[src/rtl/npc_pkg.sv]
package npc_pkg;

    typedef enum logic [1:0] {
        SRC_SEQ    = 2'd0,
        SRC_BRANCH = 2'd1,
        SRC_ABS    = 2'd2,
        SRC_REG    = 2'd3
    } npc_src_e;

    typedef struct packed {
        logic jump;
        logic reg_jump;
        logic br_taken;
    } npc_ctrl_t;

    // Priority: register-indirect, absolute, taken branch, sequential.
    function automatic npc_src_e pick_source(input npc_ctrl_t c);
        if (c.jump && c.reg_jump) return SRC_REG;
        if (c.jump)               return SRC_ABS;
        if (c.br_taken)           return SRC_BRANCH;
        return SRC_SEQ;
    endfunction

endpackage

[src/rtl/npc_seq_adder.sv]
module npc_seq_adder #(
    parameter int ADDR_W = 32,
    parameter int STEP   = 4
) (
    input  logic [ADDR_W-1:0] cur,
    output logic [ADDR_W-1:0] seq
);
    localparam logic [ADDR_W-1:0] STEP_V = ADDR_W'(STEP);

    assign seq = cur + STEP_V;
endmodule

[src/rtl/npc_branch_calc.sv]
module npc_branch_calc #(
    parameter int ADDR_W = 32,
    parameter int OFF_W  = 16,
    parameter int SHIFT  = 2
) (
    input  logic [ADDR_W-1:0] base,
    input  logic [OFF_W-1:0]  offset,
    output logic [ADDR_W-1:0] target
);
    localparam int EXT_W = ADDR_W - OFF_W - SHIFT;

    logic [ADDR_W-1:0] scaled;

    assign scaled = {{EXT_W{offset[OFF_W-1]}}, offset, {SHIFT{1'b0}}};
    assign target = base + scaled;
endmodule

[src/rtl/npc_jump_calc.sv]
module npc_jump_calc #(
    parameter int ADDR_W  = 32,
    parameter int FIELD_W = 26
) (
    input  logic [ADDR_W-1:0]  cur,
    input  logic [FIELD_W-1:0] field,
    output logic [ADDR_W-1:0]  target
);
    localparam int KEEP_W = ADDR_W - FIELD_W;

    assign target = {cur[ADDR_W-1 -: KEEP_W], field};
endmodule

[src/rtl/npc_target_mux.sv]
module npc_target_mux
    import npc_pkg::*;
#(
    parameter int ADDR_W = 32
) (
    input  npc_ctrl_t         ctrl,
    input  logic [ADDR_W-1:0] seq_t,
    input  logic [ADDR_W-1:0] br_t,
    input  logic [ADDR_W-1:0] abs_t,
    input  logic [ADDR_W-1:0] reg_t,
    output logic [ADDR_W-1:0] sel_t
);
    logic [ADDR_W-1:0] cand [0:3];
    npc_src_e          src;

    always_comb begin
        cand[SRC_SEQ]    = seq_t;
        cand[SRC_BRANCH] = br_t;
        cand[SRC_ABS]    = abs_t;
        cand[SRC_REG]    = reg_t;
        src              = pick_source(ctrl);
        sel_t            = cand[src];
    end
endmodule

[src/rtl/pc_next_unit.sv]
module pc_next_unit
    import npc_pkg::*;
#(
    parameter int ADDR_W  = 32,
    parameter int FIELD_W = 26,
    parameter int OFF_W   = 16,
    parameter int STEP    = 4
) (
    input  logic               clk,
    input  logic               rst,
    input  logic [FIELD_W-1:0] jump_addr,
    input  logic [OFF_W-1:0]   br_offset,
    input  logic               br_taken,
    input  logic [ADDR_W-1:0]  rs_value,
    input  logic               jump,
    input  logic               reg_jump,
    output logic [ADDR_W-1:0]  pc,
    output logic [ADDR_W-1:0]  pc_next,
    output logic [ADDR_W-1:0]  link_addr
);
    localparam int SHIFT = $clog2(STEP);

    logic [ADDR_W-1:0] seq_addr;
    logic [ADDR_W-1:0] br_addr;
    logic [ADDR_W-1:0] abs_addr;
    npc_ctrl_t         ctrl;

    assign ctrl = '{jump: jump, reg_jump: reg_jump, br_taken: br_taken};

    npc_seq_adder #(.ADDR_W(ADDR_W), .STEP(STEP)) u_seq (
        .cur (pc),
        .seq (seq_addr)
    );

    npc_branch_calc #(.ADDR_W(ADDR_W), .OFF_W(OFF_W), .SHIFT(SHIFT)) u_br (
        .base   (seq_addr),
        .offset (br_offset),
        .target (br_addr)
    );

    npc_jump_calc #(.ADDR_W(ADDR_W), .FIELD_W(FIELD_W)) u_abs (
        .cur    (pc),
        .field  (jump_addr),
        .target (abs_addr)
    );

    npc_target_mux #(.ADDR_W(ADDR_W)) u_mux (
        .ctrl  (ctrl),
        .seq_t (seq_addr),
        .br_t  (br_addr),
        .abs_t (abs_addr),
        .reg_t (rs_value),
        .sel_t (pc_next)
    );

    always_ff @(posedge clk) begin
        if (rst) pc <= '0;
        else     pc <= pc_next;
    end

    assign link_addr = seq_addr;
endmodule

[config.mk]
export PLATFORM = sky130hd
export DESIGN_NAME = pc_next_unit
export DESIGN_NICKNAME = d
export VERILOG_FILES = /design/src/rtl/npc_pkg.sv /design/src/rtl/npc_seq_adder.sv /design/src/rtl/npc_branch_calc.sv /design/src/rtl/npc_jump_calc.sv /design/src/rtl/npc_target_mux.sv /design/src/rtl/pc_next_unit.sv
export SDC_FILE = /design/constraint.sdc
export NUM_CORES = 1
export LEC_CHECK = 0
export ABC_AREA = 0
export BUFFER_PORTS_ARGS = -buffer_cell sky130_fd_sc_hd__clkbuf_2
export CAP_MARGIN = 20
export CORE_MARGIN = 8
export CORE_UTILIZATION = 35
export CTS_CLUSTER_SIZE = 12
export DETAILED_ROUTE_END_ITERATION = 12
export PLACE_DENSITY = 0.65
export SYNTH_ARGS = -nofsm -noshare
export SYNTH_HDL_FRONTEND = slang
export SYNTH_SLANG_ARGS = --single-unit
[constraint.sdc]
create_clock -name clk -period 4.6 [get_ports clk]
set_input_delay 0.46 -clock clk [delete_from_list [all_inputs] [get_ports clk]]
set_output_delay 0.46 -clock clk [all_outputs]
set_load 0.005 [all_outputs]
# == After elaboration in Yosys (flattened, before gate mapping) ==
# Index checks and enable logic that the tools add are counted.
# classes
add_sub_neg,2
multipliers,0
div_mod_pow,0
magnitude_cmp,1
eq_ne,0
shifts,0
n_mux,15
bitwise,1
n_reduce_logical,1
# op_table
operator,count
32-bit binary-select mux with 2-bit select,1
32-bit 2-to-1 mux,2
"32-bit by 3-bit adder with 32-bit output, second input constant",1
32-bit adder,1
2-bit 2-to-1 mux,6
1-bit 2-to-1 mux,6
"3-bit greater-or-equal comparator, second input constant",1
2-bit inverter with 3-bit output,1
1-bit logical AND,1
# totals
reg_bits,32
latch_bits,0
mem_bits_rw,0
mem_bits_ro,0
input_bits,79
output_inout_bits,96
elab_cells,21
mem_count,0

# == Depth between registers and ports, before layout ==
# Gate-level depths: netlist of the first run.
# logic_depth
ltp_word,12
depth_mapped,17

# == Cells and area by module ==
# From an unflattened synthesis of the first run, not the netlist that was laid out.
# unflattened
hier_cells,564
area_unflattened_um2,4707.0
# by_module_without_submodules
mod,instances,cells_per_inst,area_each_um2,seq_area_each_um2
npc_branch_calc,1,274,1906.8,0.0
npc_target_mux,1,108,1116.1,0.0
pc_next_unit,1,67,863.3,640.6
npc_seq_adder,1,83,580.6,0.0
npc_jump_calc,1,32,240.2,0.0

# == Least setup slack after synthesis of the first run ==
# OpenSTA, ideal clock, no wires.
# synth_timing
path_kind,reg-to-output
startpoint,reg pc[2]
endpoint,out pc_next[29]
arrival_ns,3.380
required_time_ns,4.140
slack_ns,0.760
path_stages_with_launch,18
path_cell_list,dfxtp_1 > ha_1 > nand2_1 > nor4_4 > and2_2 > nand2_1 > xor2_1 > inv_1 > ha_1 > clkbuf_1 > a21o_1 > a21o_1 > a21oi_1 > o21ai_0 > a21o_1 > a311o_1 > a21oi_1 > nor2_1
# synth_between
elab_chain_len,5
# synth_lines
element,line_no,rtl
"start, declared",pc_next_unit.sv:17,"output logic [ADDR_W-1:0] pc,"
"start signal, assigned",pc_next_unit.sv:58,else pc <= pc_next;
32-bit by 3-bit adder with 32-bit output,npc_seq_adder.sv:10,assign seq = cur + STEP_V;
named net link_addr[22],pc_next_unit.sv:19,output logic [ADDR_W-1:0] link_addr
32-bit adder,npc_branch_calc.sv:15,assign target = base + scaled;
32-bit binary-select mux with 2-bit select,npc_target_mux.sv:22,sel_t = cand[src];
32-bit 2-to-1 mux (not written as such) (2 in series),npc_target_mux.sv:22,
"end, declared",pc_next_unit.sv:18,"output logic [ADDR_W-1:0] pc_next,"
# The timed path passes the listed nets, and every way through them passes these cells. The select of a mux whose other input is x is not followed.

# == Worst setup path after layout of the first run ==
# layout_timing
startpoint,reg pc[6]
endpoint,out pc_next[30]
# layout_between
elab_chain_len,5
# layout_lines
element,line_no
32-bit by 3-bit adder with 32-bit output *,npc_seq_adder.sv:10
32-bit adder,npc_branch_calc.sv:15
32-bit binary-select mux with 2-bit select *,npc_target_mux.sv:22
32-bit 2-to-1 mux (not written as such) * (2 in series),npc_target_mux.sv:22
# Mark *: on every way between the ends. The rest lies on a longest branch, timed or not. The select of a mux whose other input is x is not followed.

==> results of run 1 <==
==> placed cells by master, fill, tap and decap left out, types with 5 or more instances in the layout <==
| master | count |
|---|---|
| mux2i_1 | 17 |
| o211ai_1 | 7 |
| clkbuf_2 | 174 |
| nor2b_1 | 13 |
| xor2_1 | 17 |
| nand2_1 | 48 |
| xnor2_1 | 20 |
| nor3_1 | 13 |
| ha_1 | 33 |
| and3_1 | 8 |
| xnor2_2 | 5 |
| inv_1 | 14 |
| a31oi_1 | 6 |
| buf_4 | 24 |
| nand2b_1 | 5 |
| clkbuf_16 | 5 |
| and2_1 | 23 |
| nor4_1 | 6 |
| o21ai_0 | 25 |
| a21oi_1 | 51 |
| o21a_1 | 5 |
| a21o_1 | 12 |
| o22ai_1 | 8 |
| nand4_1 | 12 |
| o221ai_1 | 5 |
| nand3_1 | 23 |
| dfxtp_1 | 30 |
| mux2_2 | 10 |
| a211oi_1 | 18 |
| nor2_1 | 36 |
==> metal layers <==
metal / routed length, µm / vias to the layer above / GRT usage
li1: - / 2445 / -
met1: 7460 / 2372 / 0.254
met2: 8620 / 254 / 0.380
met3: 1710 / 31 / 0.0599
met4: 644 / 0 / 0.0927
met5: 0 / - / 0
==> worst min-delay path: stages <==
cell      delay [ns]
clkbuf_2        0.08
mux2i_1         0.16
a211oi_1        0.09
==> kinds of logic after synthesis <==
group / count (synthesis) / share of synthesized area
XOR/XNOR: 45 / 0.0971
buffers and inverters: 41 / 0.0407
flip-flops: 32 / 0.152
AO/OA/AOI/OAI: 165 / 0.256
AND/OR/NAND/NOR: 214 / 0.275
adder cells (fa/ha/maj): 37 / 0.112
multiplexers: 27 / 0.0671
==> metrics by stage <==
step	setup WS, ns	total power [mW]	hold slack, ns	instance area [µm²]	utilization
2_1_floorplan	0.760	0.796	0.634	4220	-
3_3_place_gp	0.303	1.09	0.626	5300	0.447
3_5_place_dp	0.191	1.10	0.651	5300	0.447
4_1_cts	0.0586	1.46	0.551	5470	0.461
5_1_grt	0.00543	1.56	0.580	5580	0.471
6_report	0.173	1.47	0.553	5580	0.471
==> cell type report <==
class	instances	area, µm²
clock buffer	6	139
clock inverter	2	10.0
fill	1216	6280
inverter	14	52.6
multi-input combinational	488	3500
sequential	32	643
tap	147	184
timing repair buffer	198	1050
==> power groups by stage <==
stage | combinational [mW] | clock, mW | sequential, mW
final | 0.765 | 0.356 | 0.353
after floorplan | 0.447 | 0 | 0.348
after detailed placement | 0.740 | 0 | 0.356
after global routing | 0.836 | 0.366 | 0.357
after global placement | 0.738 | 0 | 0.353
after CTS | 0.752 | 0.358 | 0.350
==> worst max-delay path by stage <==
| stage | slack (ns) | to | startpoint | cells after the start |
|---|---|---|---|---|
| floorplan | 0.76 | pc_next[29] | pc[2] | 17 |
| global placement | 0.30 | pc_next[22] | pc[2] | 15 |
| detailed placement | 0.19 | pc_next[22] | pc[2] | 15 |
| CTS | 0.06 | pc_next[22] | pc[2] | 16 |
| global route | 0.005 | pc_next[22] | pc[7] | 13 |
| finish | 0.17 | pc_next[30] | pc[6] | 15 |
==> timing repair <==
item,CTS,global route
setup buffers,1,3
hold endpoints to repair,0,0
setup endpoints to repair,4,10
resized for setup,3,20
pin swaps,1,5
==> metrics.md, run 1 <==
| Metric | Value |
|---|---|
| Status | `complete, no violations` |
| Hold crit path type | `primary input to flop` |
| Flop pwr share | `0.239` |
| Placed Cells | `875` |
| TritonCTS Sinks | `32` |
| CP Class | `flop to output pin` |
| Final Hold Viols | `0` |
| Worst-path clk slew | `0.06 ns` |
| First-pass GRT wire length | `28300 µm` |
| Num CTS Buffers | `5` |
| Drt first-iter violations | `279` |
| Flops & latches, synth | `32` |
| Top cell by count, worst path | `buf_4` |
| Clock buffer depth | `2` |
| H-tree depth | `2` |
| Post-route DRC violation count | `0` |
| Async SR Flop Fraction | `0` |
| CP endpoint kind | `output pin` |
| GPL Wtd Cong | `0.925` |
| Largest net degree at the start of global routing | `42` |
| Total gr overflow | `0` |
| Rows | `40` |
| Total GRT Usage | `0.221` |
| Clk Latency, worst-skew pair | `0.28 ns` |
| Number of flops mapped to enable cells by yosys | `0` |
| Sw Share | `0.419` |
| DR pass1 iterations | `5` |
| Number of global-route vias before repair | `5218` |
| Post-synthesis area per instance | `7.51 µm²` |
| Reg-to-reg slack, setup | `0.77 ns` |
| Final setup fails | `0` |
| Die height | `126 µm` |
| Fin crit share | `0.962` |
| Top flop regs | `pc (32)` |
| Cell internal pwr | `0.856 mW` |
| DR vias/cell | `5.75` |
| Most instantiated cells after synthesis | `a21oi_1 (52), nand2_1 (48), nor2_1 (38), ha_1 (36), dfxtp_1 (32)` |
| Num ports | `175` |
| CP cell instances | `nand4_4 > nor4_4 > buf_4 > xnor2_1 > inv_1 > ha_1 > nand2_1 > nand3_1 > a41oi_1 > nor2_2 > a311oi_2 > buf_4 > o311ai_0 > o211ai_1 > clkbuf_2` |
| Area delta synth->final | `32.5%` |
| R2r startpoint | `pc[6]` |
| Placeable Area | `11900 µm²` |
| WL/cell | `20.8 µm` |
| Largest cells by area after synthesis | `dfxtp_1 (15%), ha_1 (11%), a21oi_1 (6.2%), xnor2_1 (5.0%), nand2_1 (4.3%)` |
| Cell taking the most area after synthesis | `dfxtp_1` |
| Post-synth top flop | `dfxtp_1` |
| Fin nets | `855` |
| WHS Endpoint | `pc[16]` |
| Req. time, crit path | `4.14 ns` |
| Min Tclk post-route | `4.43 ns` |
| Routed WL | `18400 µm` |
| Max capacitance violation total | `0` |
| Antenna Cells | `0` |
| Worst path bufs/invs | `4` |
| Pwr/cell area | `264 nW/µm²` |
| Initial core utilization | `0.355` |
| Clock power frac | `0.241` |
| Syn nets | `677` |
| DP HPWL | `15000 µm` |
| Die W | `126 µm` |
| Most frequent cell after synthesis | `a21oi_1` |
| Setup_tns | `0 ns` |
| Via Count | `5102` |
| Highest Clock Rate | `0.226 GHz` |
| Slew Limit Headroom | `0.523` |
| Worst-path fanout max | `6` |
| Reg-to-reg endpoint | `pc[30]` |
| Cts-stage hold buffer count | `0` |
| Ratio of cells with drive above 1 in the final layout | `0.338` |
| Fin Clk Skew | `0.00542 ns` |
| Hold wc startpoint | `rs_value[16]` |
| Kind of cell adding the most delay to the critical path | `simple AND/OR/NAND/NOR gates` |
| FF-to-FF path depth | `15` |
| Sequential-to-total area share from yosys stat | `0.152` |
| Initial antenna violation count | `0` |
| RSZ-0062 raised after global routing | `no` |
| Mapped Cells | `561` |
| Biggest register | `pc` |
| Max incr delay on CP | `0.45 ns` |
| Yosys warns | `0` |
| Area of the mapped netlist | `4220 µm²` |
| Hold Path Cell Cnt | `3` |
| Combinational share of power | `0.519` |
| Unique masters post-synth | `65` |
| CTS tree | `done` |
| Post-synth top area share | `0.152` |
| Switch Pwr | `0.618 mW` |
| CP Data Arrival Time | `3.97 ns` |
| Worst-Margin Slew | `0.715 ns` |
| Slew Viols, Final | `0` |
| IO Port Bufs | `174` |
| Crit path launch type | `flop` |
| Filler-free cell count of the finished design | `887` |
| Worst vdd ir | `0.145 mV` |
| DIE AREA | `15800 µm²` |
| Leak Pwr | `2.73 nW` |
| Root Driver | `clkbuf_16` |
| Final ANT Viol Nets | `0` |
| Slowest CP cell | `dfxtp_1` |
| Max reg flops | `32` |
No activity file was read; power rests on OpenSTA's default activity.
==> inputs of run 2 (changes only) <==
BUFFER_PORTS_ARGS = not set   (was -buffer_cell sky130_fd_sc_hd__clkbuf_2)
DONT_BUFFER_PORTS = 1   (was not set)
PLACE_DENSITY = 0.53   (was 0.65)
==> run 2 against run 1 <==
  * Non-clock buffer count down 180
  * Final cell count is 20% lower
  * Clock power about the same
  * Die area is the same
  * Maximum frequency is 1.2% lower
  * Sequential power is 5% higher
  * Clock-buffer cell count is the same
  * Via count shrank 13%
  * Clock skew fell by 0.0023 ns
  * Core utilization fell by 7.7 points
  * Largest cell class unchanged
  * Largest power group unchanged
==> metrics.md, run 2 (synthesis gave the netlist of run 1 again) <==
| Metric | Value |
|---|---|
| Status | `complete, no violations` |
| TritonCTS Sinks | `32` |
| Ratio of cells with drive above 1 in the final layout | `0.129` |
| Initial core utilization | `0.355` |
| Area delta synth->final | `10.7%` |
| Worst vdd ir | `0.190 mV` |
| Pwr Total | `1.33 mW` |
| GPL Wtd Cong | `0.962` |
| Die height | `126 µm` |
| Number of global-route vias before repair | `4410` |
| Setup slack after placement | `0.178 ns` |
| Largest net degree at the start of global routing | `42` |
| First-pass GRT wire length | `25900 µm` |
| Die W | `126 µm` |
| CP Data Arrival Time | `4.02 ns` |
| Slew Viols, Final | `0` |
| Fin Clk Skew | `0.00316 ns` |
| Fin nets | `675` |
| FF-to-FF path depth | `15` |
| DR vias/cell | `6.26` |
| Routed WL | `17600 µm` |
| Finished Core Util | `0.393` |
| Crit path launch type | `flop` |
| Clock buffer depth | `2` |
| Highest Clock Rate | `0.223 GHz` |
| Worst-path fanout max | `7` |
| Min Tclk post-route | `4.48 ns` |
| Pwr/cell area | `285 nW/µm²` |
| CP endpoint kind | `output pin` |
| Max capacitance violation total | `0` |
| Final ANT Viol Nets | `0` |
| Worst setup margin | `0.117 ns` |
| Placeable Area | `11900 µm²` |
| Top flop regs | `pc (32)` |
| Num ports | `175` |
| Post-DP Area | `4410 µm²` |
| WL/cell | `24.8 µm` |
| Req. time, crit path | `4.14 ns` |
| Worst-Margin Slew | `0.776 ns` |
| Post-route DRC violation count | `0` |
| DR pass1 iterations | `6` |
| RSZ-0062 raised after global routing | `yes` |
| Hold crit path type | `primary input to flop` |
| Fin crit share | `0.975` |
| Hold Path Cell Cnt | `1` |
| CP cell instances | `ha_2 > nand2_1 > nor2_1 > nand2_1 > xnor2_2 > ha_1 > and3_1 > and3_1 > a2111oi_4 > nor2_2 > a311oi_2 > xor2_1 > a222oi_1 > buf_4` |
| DP HPWL | `14100 µm` |
| Initial antenna violation count | `0` |
| Most frequent cells in the layout | `a21oi_1 (51), nand2_1 (48), nor2_1 (38)` |
| Num CTS Buffers | `5` |
| Cts-stage hold buffer count | `0` |
| Clk Latency, worst-skew pair | `0.29 ns` |
| Biggest register | `pc` |
| Max reg flops | `32` |
| Root Driver | `clkbuf_16` |
| Total gr overflow | `0` |
| Commonest non-fill, non-tap cell in the layout | `a21oi_1` |
| Max incr delay on CP | `0.45 ns` |
| Slew Limit Headroom | `0.482` |
| DIE AREA | `15800 µm²` |
| Via Count | `4431` |
| CP Class | `flop to output pin` |
| Rows | `40` |
| Final instance area | `4670 µm²` |
| Reg-to-reg slack, setup | `0.67 ns` |
| CTS tree | `done` |
| Drt first-iter violations | `346` |
| Total GRT Usage | `0.211` |
| IO Port Bufs | `0` |
| H-tree depth | `2` |
| Final setup fails | `0` |
| Final Hold Viols | `0` |
| Slowest CP cell | `a222oi_1` |
| Leak Pwr | `1.98 nW` |
| Worst-path clk slew | `0.06 ns` |
## run 2: power breakdown
| group | internal (mW) | switching, mW |
|---|---|---|
| Sequential | 0.309 | 0.0605 |
| Clock | 0.214 | 0.140 |
| Combinational | 0.248 | 0.359 |
| Total | 0.770 | 0.560 |
## run 2: cell type report
type                       instances  area (µm²)
sequential                        32         657
inverter                          14        52.6
multi-input combinational        488        3490
tap                              147         184
antenna                            1        2.50
timing repair buffer              18         135
clock inverter                     2        10.0
fill                            1233        7200
clock buffer                       6         139
## run 2: repair_timing
action                     CTS  global route
gates resized for setup      6            22
setup endpoints to repair    6            11
pin swaps                    1             5
buffers inserted             0             1
## run 2: layer usage
| metal | GRT usage | wire length, µm |
|---|---|---|
| met5 | 0 | 0 |
| met4 | 0.0913 | 517 |
| met2 | 0.366 | 8410 |
| met3 | 0.0768 | 1980 |
| met1 | 0.227 | 6650 |
## run 2: critical path: cells and delay by family, from the launching register on
family | cells | cell delay (ns)
compound gates | 3 | 1.17
simple gates | 6 | 1.08
fa+ha+maj | 2 | 0.60
flops | 1 | 0.38
xor+xnor | 2 | 0.31
buf+inv | 1 | 0.20
## run 2: per-stage QoR
step	setup TNS [ns]	std cells	hold slack, ns
6_report	0	708	0.236
3_5_place_dp	0	698	0.533
5_1_grt	-0.0494	707	0.223
2_1_floorplan	0	561	0.634
3_3_place_gp	0	698	0.535
4_1_cts	-0.0451	706	0.225
## run 2: worst paths after layout
check	startpoint	endpoint
max	pc[3]	pc_next[22]
min	rst	pc[26]
max reg2reg	pc[3]	pc[30]
min reg2reg	pc[1]	pc[1]
==> inputs of run 3 (changes only) <==
TNS_END_PERCENT = 10   (was not set)
clock period = 5.75 ns   (was 4.6 ns; I/O delays follow)
==> run 3 against run 2 <==
  * Power shrank 23%
  * Combinational power is 25% lower
  * Non-clock buffer count is 16 lower
  * First-iteration DRC count down 16%
  * Wire length fell by 2.6%
  * Flip-flop and latch count did not move
  * Critical endpoint unchanged
  * Setup slack gained 0.54 ns
  * Register-to-register slack better by 0.59 ns
  * Final cell count shrank 2.5%
  * Global-route usage down 0.37 points
  * Clock skew rose by 0.0040 ns
==> metrics.md, run 3 (synthesis gave the netlist of run 1 again) <==
| Metric | Value |
|---|---|
| Num ports | `175` |
| Max reg flops | `32` |
| Largest net degree at the start of global routing | `42` |
| Status | `complete, no violations` |
| Area delta synth->final | `5.08%` |
| Flop pwr share | `0.286` |
| Pwr Total | `1.02 mW` |
| Setup_tns | `0 ns` |
| Min Tclk post-route | `5.10 ns` |
| Worst setup margin | `0.653 ns` |
| CP Class | `flop to output pin` |
| Worst-path clk slew | `0.06 ns` |
| Antenna Cells | `0` |
| Drt first-iter violations | `289` |
| WL/cell | `24.8 µm` |
| TritonCTS Sinks | `32` |
| Biggest register | `pc` |
| Cell internal pwr | `0.581 mW` |
| Slew Viols, Final | `0` |
| Via Count | `4331` |
| DIE AREA | `15800 µm²` |
| Worst vdd ir | `0.138 mV` |
| CTS tree | `done` |
| Final setup fails | `0` |
| Most frequent cells in the layout | `a21oi_1 (52), nand2_1 (48), nor2_1 (38)` |
| Worst-Margin Slew | `0.773 ns` |
| Placeable Area | `11900 µm²` |
| DR vias/cell | `6.28` |
| Fin nets | `659` |
| Cts-stage hold buffer count | `0` |
| Multi-input combinational cell area | `3400 µm²` |
| Final ANT Viol Nets | `0` |
| Crit path launch type | `flop` |
| Hold crit path type | `primary input to flop` |
| Combinational share of power | `0.445` |
| Initial core utilization | `0.355` |
| Sw Share | `0.430` |
| WHS | `0.348 ns` |
| Total GRT Usage | `0.207` |
| DR pass1 iterations | `5` |
| Initial antenna violation count | `1` |
| Die height | `126 µm` |
| Worst-path fanout max | `7` |
| CP Data Arrival Time | `4.52 ns` |
| Clock buffer depth | `2` |
| Slew Limit Headroom | `0.480` |
| Leak Pwr | `1.84 nW` |
| Clock power frac | `0.269` |
| Number of global-route vias before repair | `4189` |
| Routed WL | `17100 µm` |
| Ratio of cells with drive above 1 in the final layout | `0.0589` |
| Highest Clock Rate | `0.196 GHz` |
| Die W | `126 µm` |
| Num CTS Buffers | `5` |
| Fillers | `1214` |
| Commonest non-fill, non-tap cell in the layout | `a21oi_1` |
| Post-CTS Setup Bufs | `0` |
| Fin crit share | `0.886` |
| IO Port Bufs | `0` |
| Pwr/cell area | `230 nW/µm²` |
| CP endpoint kind | `output pin` |
| DP HPWL | `13800 µm` |
| Final Hold Viols | `0` |
| GPL Wtd Cong | `0.976` |
| Sequential cell area | `641 µm²` |
| Req. time, crit path | `5.18 ns` |
| Clk Latency, worst-skew pair | `0.29 ns` |
| Rows | `40` |
| First-pass GRT wire length | `25400 µm` |
| Switch Pwr | `0.439 mW` |
| Max capacitance violation total | `0` |
| RSZ-0062 raised after global routing | `no` |
| Fin Clk Skew | `0.00718 ns` |
| Setup slack after placement | `1.04 ns` |
| Total gr overflow | `0` |
| Post-route DRC violation count | `0` |
| H-tree depth | `2` |
| Top flop regs | `pc (32)` |
| PostCTS Resize Cnt | `0` |
| Root Driver | `clkbuf_16` |
==> run 3: cell types whose count changed in the layout (fill, tap and decap cells not counted), sizes merged <==
cell | previous run | this run
clkinv | 2 | 1
diode | 1 | 0
buf | 18 | 2
==> run 3: cell type report <==
| type | instances | area share |
|---|---|---|
| clock buffers | 6 | 0.0291 |
| clock inverters | 1 | 0.00113 |
| inverters | 14 | 0.0119 |
| multi-input cells | 488 | 0.768 |
| flip-flops and latches | 32 | 0.145 |
| well taps | 147 | 0.0415 |
| repair buffers | 2 | 0.00339 |
==> run 3: per-layer routing <==
layer / vias up / wire (µm) / global-route usage
met4: 2 / 306 / 0.0552
li1: 2055 / - / -
met5: - / 8 / 0
met1: 2045 / 6660 / 0.232
met3: 19 / 1930 / 0.0861
met2: 210 / 8200 / 0.356
==> run 3: power by group through the flow <==
stage / clock [mW] / sequential (mW) / combinational [mW]
global placement: 0 / 0.297 / 0.448
finish: 0.274 / 0.292 / 0.454
detailed placement: 0 / 0.297 / 0.450
CTS: 0.279 / 0.292 / 0.453
floorplan: 0 / 0.279 / 0.358
global route: 0.287 / 0.296 / 0.502
==> run 3: path summary, 6_finish.rpt <==
kind | slack, ns | start | endpoint | cells after the start
worst min-delay path | 0.35 | rst | pc[26] | 1
worst max-delay path | 0.65 | pc[5] | pc_next[22] | 12
worst max register to register | 1.26 | pc[5] | pc[22] | 13
worst min register to register | 0.70 | pc[1] | pc[1] | 3
==> run 3: worst max-delay path, stage by stage (launching register included) <==
cell and delay, ns:
dfxtp_1 0.49, nand4_4 0.21, nor4_4 0.56, nand3_1 0.16
xnor2_1 0.47, ha_1 0.34, a21o_1 0.19, nand3b_1 0.17
a2111oi_2 0.39, nor2_2 0.13, a311oi_2 0.39, xor2_1 0.13
a222oi_1 0.59
==> run 3: metrics by stage <==
step	util	std cells	instance area, µm²
2_1_floorplan	-	561	4220
3_3_place_gp	0.362	683	4300
3_5_place_dp	0.362	683	4300
4_1_cts	0.373	690	4430
5_1_grt	0.373	690	4430
6_report	0.373	690	4430
